### config.mk
export PLATFORM = sky130hd
export DESIGN_NAME = lb_capture_fifo
export DESIGN_NICKNAME = d
export VERILOG_FILES = /design/src/rtl/lbf_pkg.sv /design/src/rtl/lbf_ring.sv /design/src/rtl/lbf_wr_ctrl.sv /design/src/rtl/lbf_rd_sync.sv /design/src/rtl/lb_capture_fifo.sv
export SDC_FILE = /design/constraint.sdc
export NUM_CORES = 1
export LEC_CHECK = 0
export ABC_AREA = 0
export BUFFER_PORTS_ARGS = -buffer_cell sky130_fd_sc_hd__buf_2
export CORE_ASPECT_RATIO = 0.5
export CORE_MARGIN = 2
export CORE_UTILIZATION = 44
export DETAILED_ROUTE_END_ITERATION = 12
export PLACE_DENSITY = 0.61
export SLEW_MARGIN = 15
export SYNTH_ARGS = -nofsm -noshare
export SYNTH_HDL_FRONTEND = slang
export SYNTH_SLANG_ARGS = --single-unit
export TNS_END_PERCENT = 50
### constraint.sdc
create_clock -name clk_i -period 2.35 [get_ports clk_i]
set_input_delay 0.1175 -clock clk_i [delete_from_list [all_inputs] [get_ports clk_i]]
set_output_delay 0.1175 -clock clk_i [all_outputs]
set_load 0.005 [all_outputs]
### src/rtl/lbf_pkg.sv
package lbf_pkg;
  typedef enum logic [2:0] {
    WR_IDLE,
    WR_RX,
    WR_CNT_LO,
    WR_CNT_HI,
    WR_CNT_HI2
  } wr_state_e;
endpackage

### src/rtl/lbf_ring.sv
module lbf_ring #(
  parameter int DEPTH = 8,
  parameter int DW    = 8
) (
  input  logic                     clk_i,
  input  logic                     rst_ni,
  input  logic                     wr_en_i,
  input  logic [$clog2(DEPTH)-1:0] wr_addr_i,
  input  logic [DW-1:0]            wr_data_i,
  input  logic [$clog2(DEPTH)-1:0] rd_addr_i,
  output logic [DW-1:0]            rd_data_o
);
  logic [DW-1:0] mem_q [DEPTH];

  for (genvar i = 0; i < DEPTH; i++) begin : g_entry
    always_ff @(posedge clk_i or negedge rst_ni) begin
      if (!rst_ni)                                    mem_q[i] <= '0;
      else if (wr_en_i && wr_addr_i == $clog2(DEPTH)'(i)) mem_q[i] <= wr_data_i;
    end
  end

  assign rd_data_o = mem_q[rd_addr_i];
endmodule

### src/rtl/lbf_wr_ctrl.sv
module lbf_wr_ctrl
  import lbf_pkg::*;
#(
  parameter int DEPTH = 8,
  parameter int DW    = 8
) (
  input  logic                     clk_i,
  input  logic                     rst_ni,
  input  logic                     enable_i,
  input  logic                     byte_valid_i,
  input  logic [DW-1:0]            byte_data_i,
  input  logic                     eop_i,
  output logic                     wr_en_o,
  output logic [$clog2(DEPTH)-1:0] wr_addr_o,
  output logic [DW-1:0]            wr_data_o,
  output logic                     load_o,
  output logic [$clog2(DEPTH)-1:0] load_ptr_o
);
  localparam int AW = $clog2(DEPTH);
  localparam int CW = 2 * DW;

  wr_state_e st_q, st_d;
  logic [AW-1:0] wptr_q, wptr_d;
  logic [CW-1:0] cnt_q, cnt_d;
  logic          take, pkt_start;

  assign take = enable_i && byte_valid_i;

  always_comb begin
    st_d      = st_q;
    wptr_d    = wptr_q;
    cnt_d     = cnt_q;
    wr_en_o   = 1'b0;
    wr_addr_o = wptr_q;
    wr_data_o = byte_data_i;
    load_o    = 1'b0;
    pkt_start = 1'b0;
    unique case (st_q)
      WR_IDLE: if (take) begin
        pkt_start = 1'b1;
        wr_en_o   = 1'b1;
        wr_addr_o = '0;
        wptr_d    = AW'(1);
        cnt_d     = CW'(1);
        st_d      = eop_i ? WR_CNT_LO : WR_RX;
      end
      WR_RX: if (take) begin
        wr_en_o = 1'b1;
        wptr_d  = wptr_q + 1'b1;
        cnt_d   = cnt_q + 1'b1;
        if (eop_i) st_d = WR_CNT_LO;
      end
      WR_CNT_LO: begin
        wr_en_o   = 1'b1;
        wr_data_o = cnt_q[DW-1:0];
        wptr_d    = wptr_q + 1'b1;
        st_d      = WR_CNT_HI;
      end
      WR_CNT_HI: begin
        wr_en_o   = 1'b1;
        wr_data_o = cnt_q[CW-1:DW];
        wptr_d    = wptr_q + 1'b1;
        st_d      = WR_CNT_HI2;
      end
      WR_CNT_HI2: begin
        wr_en_o   = 1'b1;
        wr_data_o = cnt_q[CW-1:DW];
        wptr_d    = wptr_q + 1'b1;
        load_o    = 1'b1;
        st_d      = WR_IDLE;
      end
      default: st_d = WR_IDLE;
    endcase
  end

  assign load_ptr_o = wptr_q + 1'b1;

  always_ff @(posedge clk_i or negedge rst_ni) begin
    if (!rst_ni) begin
      st_q   <= WR_IDLE;
      wptr_q <= '0;
      cnt_q  <= '0;
    end else begin
      st_q   <= st_d;
      wptr_q <= wptr_d;
      cnt_q  <= cnt_d;
    end
  end

  // consecutive writes of one packet move by one entry, wrapping
  p_addr_step_r1: assert property (@(posedge clk_i) disable iff (!rst_ni)
    (wr_en_o && !pkt_start && $past(wr_en_o)) |-> wr_addr_o == $past(wr_addr_o) + 1'b1);

  // both high count bytes are equal
  p_hi_dup_r2: assert property (@(posedge clk_i) disable iff (!rst_ni)
    (st_q == WR_CNT_HI2) |-> wr_data_o == $past(wr_data_o));

  // count restarts on the first byte of a packet
  p_cnt_start_r3: assert property (@(posedge clk_i) disable iff (!rst_ni)
    pkt_start |=> cnt_q == CW'(1));
endmodule

### src/rtl/lbf_rd_sync.sv
module lbf_rd_sync (
  input  logic clk_i,
  input  logic rst_ni,
  input  logic rd_n_i,
  output logic adv_o,
  output logic busy_o
);
  logic s1_q, s2_q, s3_q;

  always_ff @(posedge clk_i or negedge rst_ni) begin
    if (!rst_ni) begin
      s1_q <= 1'b1;
      s2_q <= 1'b1;
      s3_q <= 1'b1;
    end else begin
      s1_q <= rd_n_i;
      s2_q <= s1_q;
      s3_q <= s2_q;
    end
  end

  // s2/s3 are the synchronized level; rising edge ends a read
  assign adv_o  = s2_q & ~s3_q;
  // rise seen but pointer step not yet taken
  assign busy_o = (s1_q & ~s2_q) | (s2_q & ~s3_q);

  // one step per synchronized rise
  p_adv_pulse_r5: assert property (@(posedge clk_i) disable iff (!rst_ni)
    adv_o |=> !adv_o);

  // pending state clears once the step is taken
  p_busy_clear_r6: assert property (@(posedge clk_i) disable iff (!rst_ni)
    (adv_o && !s1_q) |=> !busy_o);
endmodule

### src/rtl/lb_capture_fifo.sv
module lb_capture_fifo #(
  parameter int DEPTH = 8,
  parameter int DW    = 8
) (
  input  logic          clk_i,
  input  logic          rst_ni,
  input  logic          loopback_en_i,
  input  logic          byte_valid_i,
  input  logic [DW-1:0] byte_data_i,
  input  logic          eop_i,
  input  logic          rd_n_i,
  output logic [DW-1:0] rd_data_o,
  output logic          wait_o
);
  localparam int AW = $clog2(DEPTH);

  logic          wr_en, load_en, adv_raw, adv, busy;
  logic [AW-1:0] wr_addr, load_ptr, rptr_q;
  logic [DW-1:0] wr_data, ring_data;

  lbf_wr_ctrl #(.DEPTH(DEPTH), .DW(DW)) u_wr (
    .clk_i        (clk_i),
    .rst_ni       (rst_ni),
    .enable_i     (loopback_en_i),
    .byte_valid_i (byte_valid_i),
    .byte_data_i  (byte_data_i),
    .eop_i        (eop_i),
    .wr_en_o      (wr_en),
    .wr_addr_o    (wr_addr),
    .wr_data_o    (wr_data),
    .load_o       (load_en),
    .load_ptr_o   (load_ptr)
  );

  lbf_ring #(.DEPTH(DEPTH), .DW(DW)) u_ring (
    .clk_i     (clk_i),
    .rst_ni    (rst_ni),
    .wr_en_i   (wr_en),
    .wr_addr_i (wr_addr),
    .wr_data_i (wr_data),
    .rd_addr_i (rptr_q),
    .rd_data_o (ring_data)
  );

  lbf_rd_sync u_sync (
    .clk_i  (clk_i),
    .rst_ni (rst_ni),
    .rd_n_i (rd_n_i),
    .adv_o  (adv_raw),
    .busy_o (busy)
  );

  assign adv = adv_raw & loopback_en_i;

  always_ff @(posedge clk_i or negedge rst_ni) begin
    if (!rst_ni)      rptr_q <= '0;
    else if (load_en) rptr_q <= load_ptr;
    else if (adv)     rptr_q <= rptr_q + 1'b1;
  end

  assign rd_data_o = loopback_en_i ? ring_data : '0;
  assign wait_o    = loopback_en_i & ~rd_n_i & busy;

  // pointer moves only on a step or a load
  p_ptr_cause_r5: assert property (@(posedge clk_i) disable iff (!rst_ni)
    !$stable(rptr_q) |-> $past(adv || load_en));

  // no step while loopback is off
  p_ptr_hold_off_r7: assert property (@(posedge clk_i) disable iff (!rst_ni)
    (!loopback_en_i && !load_en) |=> $stable(rptr_q));

  // load points just past the last append write
  p_load_pos_r4: assert property (@(posedge clk_i) disable iff (!rst_ni)
    load_en |=> rptr_q == $past(wr_addr) + 1'b1);
endmodule

* Word-level counts from Yosys, hierarchy flattened
Index checks and enable logic that the tools add are counted.
** Word-level totals
- Register bits after elaboration :: 92
- Logic and storage cells :: 86
** Operators by class
- Reduce and logical (&&, ||, !) cells :: 20
- Eq/ne operators :: 14
- Bitwise operators :: 10
- Muxes and demuxes :: 23
- Add/sub/neg operators :: 3
- Order comparisons :: 1
** Operator list (number)
- $mux 16 :: 2
- $pmux 16 s2 :: 1
- $mux 3 :: 9
- $bmux 8 s3 :: 1
- $mux 8 :: 3
- $add 16x1->16 const B :: 1
- $pmux 8 s2 :: 1
- $eq 3x3->1 const B :: 5
- $eq 3x2->1 const B :: 4
- $pmux 3 s4 :: 1
- $logic_and 1x1->1 :: 9
- $pmux 3 s3 :: 1
- $reduce_and 3->1 :: 3
- $add 3x1->3 const B :: 2
- $eq 3x1->1 const B :: 2
- $logic_not 3->1 :: 2
- $and 1x1->1 :: 5
- $ge 4x4->1 const B :: 1
- $ne 2x1->1 const B :: 2
- $not 3->4 :: 1
- $reduce_bool 2->1 :: 2
- $reduce_or 2->1 :: 2
- $not 1->1 :: 3
- $reduce_bool 3->1 :: 1
- 6 further kinds :: 7

* Depth between registers and ports, before layout
- Depth in word-level cells :: 5
- Mapped depth :: 7

* By module
A second synthesis with hierarchy kept.
** Second synthesis, totals
- Cell total of the unflattened synthesis :: 407
- Area, all modules :: 5038.6 sq um
** Modules (own cells, without submodules)
- lbf_ring :: area each 2992.9 sq um, instances 1, cells an instance 172
- lbf_wr_ctrl :: area each 1712.9 sq um, instances 1, cells an instance 204
- lb_capture_fifo :: area each 236.5 sq um, instances 1, cells an instance 25
- lbf_rd_sync :: area each 96.3 sq um, instances 1, cells an instance 6

* Worst setup path before layout
OpenSTA, ideal clock, no wires.
- Kind :: reg-to-reg
- Start point :: register u_wr.wptr_q[2]
- End point :: register u_ring.mem_q[40] (netlist bit)
- Stages on the path, launching flop included :: 6
- Clock period less this slack :: 2.030 ns
- Setup time :: 0.125 ns
- Buffers on the path :: 2
- Arrival time :: 1.905 ns
- Slack :: 0.320 ns
- Cells stage by stage :: dfrtp_1 clkbuf_8 or3_1 buf_6 a2111oi_4 mux2_2
** On the way
- Word-level cells in the longest chain between the ends :: 4
** Ends and longest elaborated chain
- from (decl) :: RTL line lbf_wr_ctrl.sv:23 : logic [AW-1:0] wptr_q, wptr_d;
- from (signal assigned) :: RTL line lbf_wr_ctrl.sv:85 : wptr_q <= wptr_d;
- $mux 3 :: RTL line lbf_wr_ctrl.sv:39 : WR_IDLE: if (take) begin
- $mux 3 * :: RTL line lbf_wr_ctrl.sv:38 : unique case (st_q)
- $eq 3x2->1 * :: RTL line lbf_ring.sv:18 : else if (wr_en_i && wr_addr_i == $clog2(DEPTH)'(i)) mem_q[i] <= wr_data_i;
- $logic_and 1x1->1 * :: RTL line lbf_ring.sv:18
- to (signal, indexed assignment) :: RTL line lbf_ring.sv:18
- to (decl) :: RTL line lbf_ring.sv:13 : logic [DW-1:0] mem_q [DEPTH];
Every way passes the cells marked *; elsewhere a longest branch is shown, timed or not.
A chain may end at the register's enable or synchronous reset.

* Worst setup path after layout
- Start point :: register u_wr.st_q[1]
- End point :: register u_wr.cnt_q[14]
** On the way
- Word-level cells in the longest chain between the ends :: 3
** Ends and longest elaborated chain
- from (decl) :: RTL line lbf_wr_ctrl.sv:22 : wr_state_e st_q, st_d;
- from (signal assigned) :: RTL line lbf_wr_ctrl.sv:84 : st_q <= st_d;
- $eq 3x1->1 / $logic_not 3->1 (equally long branches) :: RTL line lbf_wr_ctrl.sv:38
- $ne 2x1->1 (no source line) / $reduce_bool 2->1 (equally long branches)
- $reduce_and 3->1 (no source line)
- to (signal assigned) :: RTL line lbf_wr_ctrl.sv:86 : cnt_q <= cnt_d;
- to (decl) :: RTL line lbf_wr_ctrl.sv:24 : logic [CW-1:0] cnt_q, cnt_d;
Parallel ways exist; a longest one is shown, timed or not.

==> flow_metrics.env <==
export IMPL_clock_root_buffer="clkbuf_16"
export IMPL_grt_pass1_wl_um=18570
export IMPL_grt_start_max_net_pins=50
export IMPL_ant_nets=0
export IMPL_cts_resized_gates=0
export IMPL_min_period_over_period=0.9486
export IMPL_ys_ff_latch=92
export IMPL_area_growth_pct=12.79
export IMPL_dpl_hpwl_um=7650
export IMPL_drive_above_1_share=0.4005
export IMPL_antenna_found_initial=0
export IMPL_dp_cells=554
export IMPL_timing_setup_tns_ps=0
export IMPL_ctsHtreeMaxLevel=3
export IMPL_synth_most_common_cell="dfrtp_1"
export IMPL_synthTopCellsByCount="dfrtp_1 (89), mux2_2 (71), a21oi_1 (24)"
export IMPL_syn_nets=405
export IMPL_io_buffers=22
export IMPL_finalSetupViolations=0
export IMPL_relSlewSlack=0.4155
export IMPL_start_util=0.4491
export IMPL_die_area_um2=12050
export IMPL_drt_iter0_drc=195
export IMPL_gp_congestion=0.8575
export IMPL_synthCells=388
export IMPL_totalWireLength_um=11280
export IMPL_end_kind="register"
export IMPL_seq_area_frac_synth=0.4705
export IMPL_tightest_slew_ps=873.5
export IMPL_nNetsFinal=439
export IMPL_rsz0062_at_grt="false"
export IMPL_arrival_ps=2500
export IMPL_grt_use_total=0.1985
export IMPL_cts_inserted_buffers=9
export IMPL_num_vias=3389
export IMPL_diodes=0
export IMPL_async_flop_share=1.000
export IMPL_synthesis_area_um2=4901
export IMPL_cp_start_kind="register"
export IMPL_critPathMaxFanout=10
export IMPL_synthFlopType="dfrtp_1"
export IMPL_cts_sinks=92
export IMPL_synth_warnings=0
export IMPL_drt_first_pass_iters=6
export IMPL_synth_top_cell_by_area="dfrtp_1"
export IMPL_grt_remaining_overflow=0
export IMPL_vias_per_cell=5.925
export IMPL_max_freq_mhz=448.6
export IMPL_outcome="completed"
export IMPL_cap_violations=0
export IMPL_yosysUniqueCellTypes=59
export IMPL_synthTopCellsByArea="dfrtp_1 (45%), mux2_2 (16%), mux4_2 (7.4%)"
export IMPL_min_path_type="in -> reg"
export IMPL_multi_input_area_um2=2404
export IMPL_rows=27
export IMPL_clock_skew_ps=6.088
export IMPL_critPathKind="reg -> reg"
export IMPL_hold_viol=0
export IMPL_clkTransAtPathRegs_ps=70
export IMPL_post_cts_buffers=0
export IMPL_core_um2=10910
export IMPL_die_x_um=153.3
export IMPL_wl_per_cell_um=19.72
export IMPL_fill_cells=936
export IMPL_finalNonFillerCells=572
export IMPL_grt_pass1_vias=3467
export IMPL_seq_area_um2=2306
export IMPL_clock_latency_ps=340
export IMPL_holdWs_ps=78.14
export IMPL_drcViolationCount=0
export IMPL_peakVddDrop_mv=0.3810
export IMPL_synth_edf_count=0
export IMPL_critical_path_required_ps=2620
export IMPL_finish_utilization=0.5066
export IMPL_slew_violations=0
export IMPL_synth_area_per_cell_um2=12.63
export IMPL_die_h_um=78.63
export IMPL_yosysTopAreaCellShare=0.4544
export IMPL_pwr_density_cell_nw_per_um2=1247
export IMPL_clock_path_buffers=2
export IMPL_p_total_w=0.006893
export IMPL_fin_crit_ps=2229
export IMPL_cts_tree="yes"
export IMPL_ioPinCount=23
export IMPL_total_leakage_power_nw=2.405
routing by layer:
metal,vias to the layer above,GRT usage,part of all wire
met2,128,0.3290,0.48
met1,1721,0.2635,0.45
met5,-,0,0
met3,19,0.04583,0.055
met4,0,0.05741,0.018
li1,1521,-,-
per-stage QoR:
| step | setup slack [ps] | instance area, um2 |
|---|---|---|
| final | 120.8 | 5528 |
| after global routing | 41.47 | 5528 |
| after detailed placement | 183.1 | 5215 |
| after CTS | 163.9 | 5528 |
| after floorplan | 319.9 | 4901 |
| after global placement | 259.8 | 5215 |
flip-flops by register name (all words and copies together), names as in the netlist:
register,flops
u_wr.cnt_q,16
u_sync.s2_q,1
u_sync.s3_q,1
u_wr.wptr_q,3
u_wr.st_q,3
u_sync.s1_q,1
rptr_q,3
u_ring.mem_q,64
where the power goes:
part,internal [W],switching [W]
logic,0.00151,0.00138
registers,0.00216,0.000431
clock network,0.000765,0.000645
cell usage in the layout (no fill, tap or decap), types with 3 or more instances in the layout:
| master | netlist | final |
|---|---|---|
| clkbuf_16 | 0 | 9 |
| o21ai_0 | 10 | 10 |
| mux2_2 | 71 | 71 |
| buf_2 | 7 | 21 |
| ha_1 | 3 | 3 |
| xnor2_1 | 3 | 3 |
| or4_1 | 4 | 4 |
| dfrtp_1 | 89 | 89 |
| o21ai_2 | 4 | 4 |
| inv_1 | 5 | 5 |
| a32oi_1 | 6 | 6 |
| mux2i_1 | 10 | 10 |
| xor2_1 | 5 | 5 |
| nor3_1 | 3 | 3 |
| nand3_1 | 6 | 6 |
| a21oi_1 | 24 | 24 |
| o31ai_1 | 4 | 4 |
| dfstp_2 | 3 | 3 |
| o21ai_1 | 3 | 3 |
| buf_4 | 2 | 24 |
| mux4_2 | 16 | 16 |
| nor2b_1 | 16 | 16 |
| or3_1 | 6 | 6 |
| nand2_1 | 11 | 11 |
| a22oi_1 | 3 | 3 |
| nor2_1 | 13 | 13 |
| nand4_1 | 7 | 7 |
path summary, 6_finish.rpt:
kind                       depth (start not counted)  slack (ps)                startpoint                      endpoint
setup / recovery                                   5         120  u_wr.st_q[1]$_DFFE_PN0P_    u_wr.cnt_q[14]$_DFFE_PN0P_
hold / removal                                     3          80                     eop_i      u_wr.st_q[1]$_DFFE_PN0P_
setup reg to reg                                   5         120  u_wr.st_q[1]$_DFFE_PN0P_    u_wr.cnt_q[14]$_DFFE_PN0P_
hold reg to reg                                    0         370     u_sync.s1_q$_DFF_PN1_         u_sync.s2_q$_DFF_PN1_
max in group asynchronous                          3        1360                    rst_ni     u_wr.cnt_q[0]$_DFFE_PN0P_
min in group asynchronous                          2         320                    rst_ni  u_ring.mem_q[15]$_DFFE_PN0P_
repair_timing:
| item | 4_1_cts | 5_1_grt |
|---|---|---|
| setup endpoints to repair | 0 | 0 |
| hold buffers | 2 | 0 |
| endpoints found under the hold margin | 41 | 0 |
kinds of logic after synthesis:
group	count (synthesis)	synth area share
AOI/OAI and AO/OA	72	0.1011
muxes	98	0.2624
and+or+nand+nor	85	0.1049
xor gates and xnor gates	8	0.01430
adders and majority gates	3	0.007660
buffers and inverters	30	0.03906
DFF	92	0.4705
cell type report:
class | instances | share of cell area
multi-input combinational | 266 | 0.4348
inverter | 5 | 0.003395
timing repair buffer | 48 | 0.05885
tap | 145 | 0.03282
clock inverter | 6 | 0.009733
clock buffer | 10 | 0.04323
sequential | 92 | 0.4172
worst max-delay path: stages, from the launching register on:
cell and delay [ps]:
dfrtp_1 480, nand4bb_1 340, buf_4 230, or3_1 450, or4_1 500, a21oi_1 150
Note: power is estimated with default switching activity, not from simulation.
